`src/rtl/snl_pkg.sv`:
```
package snl_pkg;

    // Phase of the two-edge write handshake.
    typedef enum logic {
        ARM_IDLE = 1'b0,
        ARM_ADDR = 1'b1
    } arm_e;

endpackage

```
`src/rtl/snl_sync.sv`:
```
module snl_sync #(
    parameter int W      = 1,
    parameter int STAGES = 2
) (
    input  logic         clk,
    input  logic [W-1:0] d_i,
    output logic [W-1:0] q_o
);

    logic [W-1:0] chain_d [STAGES];
    logic [W-1:0] chain_q [STAGES];

    always_comb begin
        chain_d[0] = d_i;
        for (int k = 1; k < STAGES; k++) begin
            chain_d[k] = chain_q[k-1];
        end
    end

    // No reset: the chain simply follows the pins, also during reset.
    always_ff @(posedge clk) begin
        chain_q <= chain_d;
    end

    assign q_o = chain_q[STAGES-1];

endmodule

```
`src/rtl/snl_strobe_decoder.sv`:
```
module snl_strobe_decoder
    import snl_pkg::*;
#(
    parameter int BUS_W = 4
) (
    input  logic             clk,
    input  logic             rst_n,
    input  logic             stb_s,
    input  logic [BUS_W-1:0] bus_s,
    output logic             wr_en,
    output logic [BUS_W-1:0] wr_addr,
    output logic [BUS_W-1:0] wr_data,
    output logic             stb_rise,
    output logic             armed
);

    typedef struct packed {
        arm_e             phase;
        logic [BUS_W-1:0] addr;
    } dec_t;

    dec_t st_d, st_q;
    logic prev_d, prev_q;
    logic stb_fall;

    always_comb begin
        prev_d   = stb_s;
        stb_fall = prev_q & ~stb_s;
        stb_rise = ~prev_q & stb_s;
        st_d     = st_q;
        if (stb_fall) begin
            st_d.phase = ARM_ADDR;
            st_d.addr  = bus_s;
        end else if (stb_rise) begin
            st_d.phase = ARM_IDLE;
        end
    end

    // Previous strobe level tracks the pin through reset so that a strobe
    // held low across reset release yields an orphan rising edge.
    always_ff @(posedge clk) begin
        prev_q <= prev_d;
    end

    always_ff @(posedge clk or negedge rst_n) begin
        if (!rst_n) begin
            st_q <= '{phase: ARM_IDLE, addr: '0};
        end else begin
            st_q <= st_d;
        end
    end

    assign armed   = (st_q.phase == ARM_ADDR);
    assign wr_en   = stb_rise & armed;
    assign wr_addr = st_q.addr;
    assign wr_data = bus_s;

endmodule

```
`src/rtl/snl_unlock_counter.sv`:
```
module snl_unlock_counter #(
    parameter int LIMIT = 32,
    parameter int CNT_W = $clog2(LIMIT + 1)
) (
    input  logic             clk,
    input  logic             rst_n,
    input  logic             wr_en,
    output logic [CNT_W-1:0] count_q,
    output logic             open_d,
    output logic             open_q
);

    localparam logic [CNT_W-1:0] LIMIT_C = CNT_W'(LIMIT);

    typedef struct packed {
        logic [CNT_W-1:0] count;
    } cnt_t;

    cnt_t cnt_d, cnt_q;

    always_comb begin
        cnt_d = cnt_q;
        if (wr_en && (cnt_q.count != LIMIT_C)) begin
            cnt_d.count = cnt_q.count + 1'b1;
        end
        open_d = (cnt_d.count == LIMIT_C);
    end

    always_ff @(posedge clk or negedge rst_n) begin
        if (!rst_n) begin
            cnt_q <= '0;
        end else begin
            cnt_q <= cnt_d;
        end
    end

    assign count_q = cnt_q.count;
    assign open_q  = (cnt_q.count == LIMIT_C);

endmodule

```
`src/rtl/snl_reg_bank.sv`:
```
module snl_reg_bank #(
    parameter int                      BUS_W       = 4,
    parameter int                      NREG        = 1 << BUS_W,
    parameter logic [NREG-1:0]         STORED_MASK = '1,
    parameter logic [NREG*BUS_W-1:0]   RESET_IMAGE = '0
) (
    input  logic                  clk,
    input  logic                  rst_n,
    input  logic                  wr_en,
    input  logic [BUS_W-1:0]      wr_addr,
    input  logic [BUS_W-1:0]      wr_data,
    input  logic                  open_d,
    output logic [NREG*BUS_W-1:0] image_o
);

    for (genvar i = 0; i < NREG; i++) begin : g_slot
        if (STORED_MASK[i]) begin : g_live
            logic [BUS_W-1:0] prog_d, prog_q;
            logic [BUS_W-1:0] out_d, out_q;

            always_comb begin
                prog_d = prog_q;
                if (wr_en && (wr_addr == BUS_W'(i))) begin
                    prog_d = wr_data;
                end
                // Transparent once open: the slot shows its programming value.
                out_d = open_d ? prog_d : out_q;
            end

            // Programming slot is deliberately left without reset.
            always_ff @(posedge clk) begin
                prog_q <= prog_d;
            end

            always_ff @(posedge clk or negedge rst_n) begin
                if (!rst_n) begin
                    out_q <= RESET_IMAGE[i*BUS_W +: BUS_W];
                end else begin
                    out_q <= out_d;
                end
            end

            assign image_o[i*BUS_W +: BUS_W] = out_q;
        end else begin : g_gap
            assign image_o[i*BUS_W +: BUS_W] = RESET_IMAGE[i*BUS_W +: BUS_W];
        end
    end

endmodule

```
`src/rtl/snl_loader.sv`:
```
module snl_loader #(
    parameter int                                 BUS_W         = 4,
    parameter int                                 SYNC_STAGES   = 2,
    parameter int                                 UNLOCK_WRITES = 32,
    parameter logic [(1<<BUS_W)-1:0]              STORED_MASK   = 16'h9FFF,
    parameter logic [(1<<BUS_W)*BUS_W-1:0]        RESET_IMAGE   = 64'h0000_0020_0000_0000
) (
    input  logic                          clk,
    input  logic                          rst_n,
    input  logic                          strobe_i,
    input  logic [BUS_W-1:0]              bus_i,
    output logic [(1<<BUS_W)*BUS_W-1:0]   ctrl_o
);

    localparam int NREG  = 1 << BUS_W;
    localparam int CNT_W = $clog2(UNLOCK_WRITES + 1);

    logic             stb_s;
    logic [BUS_W-1:0] bus_s;
    logic             wr_en;
    logic [BUS_W-1:0] wr_addr;
    logic [BUS_W-1:0] wr_data;
    logic             stb_rise;
    logic             armed;
    logic [CNT_W-1:0] count_q;
    logic             open_d;
    logic             unlocked_q;

    // Strobe and bus share one chain so their sampled values stay aligned.
    snl_sync #(
        .W      (BUS_W + 1),
        .STAGES (SYNC_STAGES)
    ) u_sync (
        .clk (clk),
        .d_i ({strobe_i, bus_i}),
        .q_o ({stb_s, bus_s})
    );

    snl_strobe_decoder #(
        .BUS_W (BUS_W)
    ) u_dec (
        .clk      (clk),
        .rst_n    (rst_n),
        .stb_s    (stb_s),
        .bus_s    (bus_s),
        .wr_en    (wr_en),
        .wr_addr  (wr_addr),
        .wr_data  (wr_data),
        .stb_rise (stb_rise),
        .armed    (armed)
    );

    snl_unlock_counter #(
        .LIMIT (UNLOCK_WRITES),
        .CNT_W (CNT_W)
    ) u_cnt (
        .clk     (clk),
        .rst_n   (rst_n),
        .wr_en   (wr_en),
        .count_q (count_q),
        .open_d  (open_d),
        .open_q  (unlocked_q)
    );

    snl_reg_bank #(
        .BUS_W       (BUS_W),
        .NREG        (NREG),
        .STORED_MASK (STORED_MASK),
        .RESET_IMAGE (RESET_IMAGE)
    ) u_bank (
        .clk     (clk),
        .rst_n   (rst_n),
        .wr_en   (wr_en),
        .wr_addr (wr_addr),
        .wr_data (wr_data),
        .open_d  (open_d),
        .image_o (ctrl_o)
    );

endmodule

```
`config.mk`:
```
export PLATFORM = sky130hd
export DESIGN_NAME = snl_loader
export DESIGN_NICKNAME = d
export VERILOG_FILES = /design/src/rtl/snl_pkg.sv /design/src/rtl/snl_sync.sv /design/src/rtl/snl_strobe_decoder.sv /design/src/rtl/snl_unlock_counter.sv /design/src/rtl/snl_reg_bank.sv /design/src/rtl/snl_loader.sv
export SDC_FILE = /design/constraint.sdc
export NUM_CORES = 1
export LEC_CHECK = 0
export ABC_CLOCK_PERIOD_IN_PS = 2350
export BUFFER_PORTS_ARGS = -buffer_cell sky130_fd_sc_hd__buf_2
export CAP_MARGIN = 0
export CELL_PAD_IN_SITES_DETAIL_PLACEMENT = 0
export CELL_PAD_IN_SITES_GLOBAL_PLACEMENT = 1
export CORE_ASPECT_RATIO = 1.75
export CORE_UTILIZATION = 30
export CTS_CLUSTER_SIZE = 20
export DETAILED_ROUTE_END_ITERATION = 10
export GPL_TIMING_DRIVEN = 0
export HOLD_SLACK_MARGIN = 0.15
export PLACE_DENSITY = 0.6
export SYNTH_ARGS = -nofsm -noshare
export SYNTH_HDL_FRONTEND = slang
export SYNTH_SLANG_ARGS = --single-unit
```
`constraint.sdc`:
```
create_clock -name clk -period 2.35 [get_ports clk]
set_input_delay 0.5875 -clock clk [delete_from_list [all_inputs] [get_ports clk]]
set_output_delay 0.5875 -clock clk [all_outputs]
set_load 0.005 [all_outputs]
```
==> results of run 1 <==
-- flip-flops by register name, summed over array words and instances (netlist names) --
name                         cells
u_bank.g_slot.g_live.out_q      56
u_bank.g_slot.g_live.prog_q     56
u_cnt.count_q                    6
u_dec.armed                      1
u_dec.prev_q                     1
u_dec.wr_addr                    4
u_sync.chain_d                   5
u_sync.q_o                       5
-- power by group through the flow --
stage / clock network [W] / registers, W / logic, W
after floorplan: 0 / 0.00261 / 0.000325
after global placement: 0 / 0.00263 / 0.000416
after CTS: 0.00275 / 0.00260 / 0.000440
after detailed placement: 0 / 0.00264 / 0.000437
after global routing: 0.00284 / 0.00263 / 0.000478
final: 0.00267 / 0.00260 / 0.000428
-- repair_timing --
action | in CTS | in global routing
hold buffers | 1 | 0
hold endpoints to repair | 12 | 0
endpoints found under the setup margin | 0 | 35
gates resized for setup | 0 | 2
-- cell usage in the layout (no fill, tap or decap), types with 2 or more instances in the layout --
| cell | synthesis | routed |
|---|---|---|
| inv_6 | 0 | 5 |
| buf_2 | 1 | 62 |
| bufinv_16 | 0 | 2 |
| mux2_2 | 59 | 59 |
| xnor2_1 | 4 | 4 |
| buf_4 | 9 | 10 |
| nand2b_1 | 4 | 4 |
| nor3_1 | 3 | 2 |
| clkinv_4 | 0 | 4 |
| dfxtp_1 | 67 | 67 |
| nand4_1 | 2 | 2 |
| buf_8 | 3 | 3 |
| inv_1 | 5 | 5 |
| clkbuf_16 | 0 | 17 |
| conb_1 | 1 | 8 |
| mux2_4 | 3 | 3 |
| nand4b_1 | 2 | 2 |
| nand2_1 | 5 | 5 |
| dfrtp_1 | 66 | 66 |
| mux2_1 | 56 | 56 |
| clkinvlp_4 | 0 | 2 |
| clkbuf_1 | 5 | 5 |
| nor2_1 | 9 | 9 |
| ha_1 | 4 | 3 |
-- path summary, 6_finish.rpt --
check                                       start                                 to  slack (ps)  depth (start not counted)
max in group asynchronous                   rst_n   u_bank.g_slot[4].g_live.out_q[2]        1230                          3
worst max-delay path                 u_dec.prev_q  u_bank.g_slot[15].g_live.out_q[2]         180                          8
worst max register to register       u_dec.prev_q  u_bank.g_slot[15].g_live.out_q[2]         180                          8
min in group asynchronous                   rst_n  u_bank.g_slot[11].g_live.out_q[0]         560                          2
worst min register to register  u_sync.chain_d[1]                      u_sync.q_o[1]         330                          0
worst min-delay path                     bus_i[3]                  u_sync.chain_d[3]         270                          1
-- per-stage QoR --
stage	power, W	instance area, um^2
finish	0.00569	6170
global route	0.00595	6170
CTS	0.00579	6170
detailed placement	0.00308	5550
global placement	0.00305	5520
floorplan	0.00294	4970
-- final cells by class --
type,count,area (um^2)
plain buffers,20,168
repair buffers,64,350
clock buffers,18,439
multi-input cells,178,1780
fillers,1559,9850
flip-flops and latches,134,3020
well taps,189,236
inverters,5,18.8
clock inverters,14,165
-- metal layers --
layer,up-vias,wire (um),GRT usage [%]
li1,1324,-,-
met1,1405,3980,13.7
met2,47,5600,23.8
met3,10,277,3.31
met4,0,136,5.18
met5,-,0,0
-- worst max-delay path: cells and delay by family (launching register included) --
kind	cells	cell delay, ps
buffers and inverters	3	400
flip-flops	1	330
adder cells (fa/ha/maj)	1	210
AND/OR/NAND/NOR	1	220
AO/OA/AOI/OAI	2	560
multiplexers	1	320
-- kinds of logic after synthesis --
group	count (synthesis)	share of synthesized area, %
flip-flops	134	61.0
multiplexers	118	27.1
AND/OR/NAND/NOR	36	4.42
buffers and inverters	25	3.77
AO/OA/AOI/OAI	7	1.74
XOR/XNOR	5	0.885
adder cells (fa/ha/maj)	4	1.01
other	1	0.0758
==> results by group, run 1 <==
Status
  • Status: finished, final reports clean

Synth
  • Number of flops mapped to enable cells by yosys: 0
  • Sequential share of the synthesized area: 61.0%
  • Flops & latches, synth: 134
  • Async S/R FF share, synth: 50.0%
  • Post-synth top cells: dfxtp_1, dfrtp_1, mux2_2, mux2_1
  • Ys flop type: dfxtp_1
  • Top-count cell post-synth: dfxtp_1
  • Yosys warns: 0
  • Avg Cell Area, Syn: 15.0 um^2
  • Post-synthesis cell type count: 41
  • Post-synth top area share: 33.4%
  • Synth area leaders: dfrtp_1, dfxtp_1, mux2_2, mux2_1, buf_4
  • Leading area contributor after synthesis: dfrtp_1
  • Mapped Cells: 330
  • Synthesized cell area: 0.00495 mm^2

Placement
  • RePlAce Congestion: 0.689
  • Placed cells: 589
  • Port buffer count: 62
  • Post-DP HPWL: 7.10 mm
  • Place WS: 42.0 ps

Timing
  • Min Hold Slack: 271 ps
  • TNS Setup: 0 ps
  • Hold Vio Cnt, Final: 0
  • Slew headroom: 58.0%
  • Slew Viols, Final: 0
  • Fmax: 0.460 GHz
  • Worst-margin pin slew: 630 ps
  • Period minus WS final: 2170 ps
  • Clock skew: 12.6 ps
  • RSZ-0062 raised after global routing: no
  • Worst setup margin: 176 ps
  • Crit share post-route: 92.5%
  • Final setup vio count: 0

Floorplan
  • Floorplan die width: 99.1 um
  • Cell Rows: 61
  • Core ar.: 0.0160 mm^2
  • Die span in y: 172 um
  • # IOs: 71
  • Die area: 0.0170 mm^2
  • Initial Util: 30.9%

Power
  • Sequential Power Share: 45.6%
  • Pwr Density: 922 mW/mm^2
  • Clk pwr share: 46.9%
  • IR drop worst, VDD: 0.426 mV
  • Comb pwr share: 7.5%
  • Net Sw Frac: 23.8%
  • Static leakage: 3.08 nW
  • Psw: 0.00135 W
  • Cell Int Power: 0.00434 W

CTS
  • CTS tree: done
  • Clock Latency Late Sink: 420 ps
  • Clock sinks: 134
  • Clk slew on worst S/H paths: 60 ps
  • Post-CTS setup buffers: 0
  • # H-tree levels: 4
  • Clk buf depth: 2
  • Root Driver: clkbuf_16
  • TritonCTS buffer count: 17

Global route
  • First-pass GRT wire length: 16.1 mm
  • Vias in the first global route: 3040
  • Grt ovf: 0
  • Largest net degree at the start of global routing: 56
  • GRT Util Overall: 12.8%
  • Antenna violations before repair: 0

Route
  • Wirelength per Cell: 16.1 um
  • Iter 0 DRT Violations: 47
  • DR vias: 2786
  • Vias/cell: 4.48
  • Remaining DRCs: 0
  • DR pass1 iterations: 4
  • Post-Route WL: 9.99 mm
  • Antenna viol nets, final: 0

Cells and area
  • Layout Nets: 431
  • Synth-to-Final Area Change: 24.8%
  • Final non-filler cell total: 622
  • N_diodes: 0
  • Core Util, Final: 38.5%
  • Layout cell share with drive strength beyond 1: 41.1%

Hold path
  • Worst hold path class: in -> reg

Worst setup path
  • Critical Path, Cell by Cell: inv_1 > ha_2 > and4_4 > a2111oi_4 > o2bb2a_4 > buf_6 > buf_8 > mux2_1
  • Critical path arrival: 2460 ps
  • Worst path required time: 2640 ps
  • Setup CP Type: reg -> reg
  • CP max FO: 10
  • Crit-path slowest cell: a2111oi_4
  • CP Launch Type: flip-flop
  • Worst setup EP type: flip-flop
  • Slowest stage delay, CP: 370 ps

Job
  • MaxCap Viol Count: 0
(Power assumes the default switching activity.)
==> run 2: changes to the inputs <==
Settings changed: MAX_ROUTING_LAYER set to met4.
==> run 2 against run 1 <==
Effect of this change: die area unchanged; final cell count unchanged; register-to-register slack about the same; critical path depth unchanged; setup slack worse by 6.0 ps; first-iteration DRC count up 26%; final area unchanged; utilization unchanged; sequential power about the same; maximum frequency down 0.27%; non-clock buffer count unchanged.
==> results by group, run 2 (same netlist as run 1, synthesis figures left out) <==
Global route
  • Vias in the first global route: 3045
  • Antenna violations before repair: 0
  • Largest net degree at the start of global routing: 56
  • Grt ovf: 0
  • First-pass GRT wire length: 16.1 mm
  • GRT Util Overall: 13.2%

Timing
  • Final setup vio count: 0
  • RSZ-0062 raised after global routing: no
  • Crit share post-route: 92.8%
  • Slew headroom: 57.8%
  • Period minus WS final: 2180 ps
  • Clock skew: 12.2 ps
  • TNS Setup: 0 ps
  • Fmax: 0.459 GHz
  • Slew Viols, Final: 0
  • Hold Vio Cnt, Final: 0
  • Worst-margin pin slew: 633 ps

Hold path
  • Hold_sp: bus_i[3]
  • Worst hold path class: in -> reg

Route
  • Remaining DRCs: 0
  • DR vias: 2799
  • DR pass1 iterations: 6
  • Post-Route WL: 10.0 mm
  • Vias/cell: 4.50
  • Wirelength per Cell: 16.1 um
  • Iter 0 DRT Violations: 59
  • Antenna viol nets, final: 0

Cells and area
  • Layout Nets: 431
  • Reg area: 0.00302 mm^2
  • Most frequent cells in the layout: dfxtp_1, dfrtp_1, buf_2, mux2_2, mux2_1
  • Layout cell share with drive strength beyond 1: 41.1%
  • Synth-to-Final Area Change: 24.8%
  • Commonest non-fill, non-tap cell in the layout: dfxtp_1
  • Area of the multi-input gates: 0.00178 mm^2
  • Fillers: 1559
  • Final Cell Area: 0.00617 mm^2
  • Final non-filler cell total: 622
  • N_diodes: 0

Job
  • MaxCap Viol Count: 0

CTS
  • Post-CTS setup buffers: 0
  • CTS tree: done
  • # H-tree levels: 4
  • Clock Latency Late Sink: 410 ps
  • Clock sinks: 134
  • TritonCTS buffer count: 17
  • Clk buf depth: 2
  • Root Driver: clkbuf_16
  • Clk slew on worst S/H paths: 60 ps

Worst setup path
  • CP Launch Type: flip-flop
  • Worst setup EP type: flip-flop
  • Crit path launch: u_dec.prev_q
  • Critical path arrival: 2470 ps
  • Setup CP Type: reg -> reg
  • Worst path required time: 2640 ps
  • FF-to-FF Start: u_dec.prev_q
  • CP max FO: 10

Floorplan
  • Cell Rows: 61
  • Floorplan die width: 99.1 um
  • # IOs: 71
  • Initial Util: 30.9%
  • Core ar.: 0.0160 mm^2
  • Die span in y: 172 um
  • Die area: 0.0170 mm^2

Placement
  • RePlAce Congestion: 0.696
  • Post-DP HPWL: 7.10 mm
  • Placed cells: 589
  • Post-DP Area: 0.00555 mm^2
  • Port buffer count: 62

Status
  • Status: finished, final reports clean

Power
  • IR drop worst, VDD: 0.424 mV
  • Pwr Density: 923 mW/mm^2
  • Static leakage: 3.08 nW
## run 2: through the flow
step,util [%],hold WS [ps],setup slack [ps],total power [W]
5_1_grt,38.5,244,18.6,0.00594
6_report,38.5,273,170,0.00570
2_1_floorplan,-,292,312,0.00294
3_3_place_gp,34.4,316,50.0,0.00305
4_1_cts,38.5,253,27.9,0.00579
3_5_place_dp,34.6,315,42.0,0.00308
## run 2: cell type report
| type | instances | area share [%] |
|---|---|---|
| clock inverter | 14 | 2.68 |
| buffer | 20 | 2.72 |
| sequential | 134 | 48.9 |
| tap | 189 | 3.83 |
| clock buffer | 18 | 7.11 |
| inverter | 5 | 0.304 |
| timing repair buffer | 64 | 5.67 |
| multi-input combinational | 178 | 28.8 |
## run 2: final timing paths
path,end,slack [ps],cells past startpoint
min reg2reg,u_sync.q_o[1],330,0
max in group asynchronous,u_bank.g_slot[9].g_live.out_q[1],1230,3
min,u_sync.chain_d[3],270,1
min in group asynchronous,u_bank.g_slot[11].g_live.out_q[0],560,2
max,u_bank.g_slot[12].g_live.out_q[2],170,8
max reg2reg,u_bank.g_slot[12].g_live.out_q[2],170,8
## run 2: what timing repair did
action	in CTS	in global routing
endpoints found under the setup margin	0	35
endpoints found under the hold margin	12	0
gates resized for setup	0	2
hold buffers	1	0
## run 2: where the power goes
part | internal (W) | switching, W | total (W)
Clock | 0.00162 | 0.00105 | 0.00267
Combinational | 0.000222 | 0.000207 | 0.000429
Sequential | 0.00250 | 0.0000983 | 0.00260
Total | 0.00434 | 0.00136 | 0.00570
## run 2: worst max-delay path, cell delays in order, from the launching register on
cell,delay (ps)
dfxtp_1,330
inv_1,50
ha_2,210
and4_4,220
a2111oi_4,370
o2bb2a_4,190
buf_6,180
buf_8,180
mux2_1,330
## run 2: routing by layer
layer  global-route usage [%]  vias up  routed length (um)
met3                     3.07        6                 295
met2                     23.6       48                5630
met4                     5.56        0                  99
li1                         -     1326                   -
met5                        -        -                   0
met1                     13.9     1419                4000
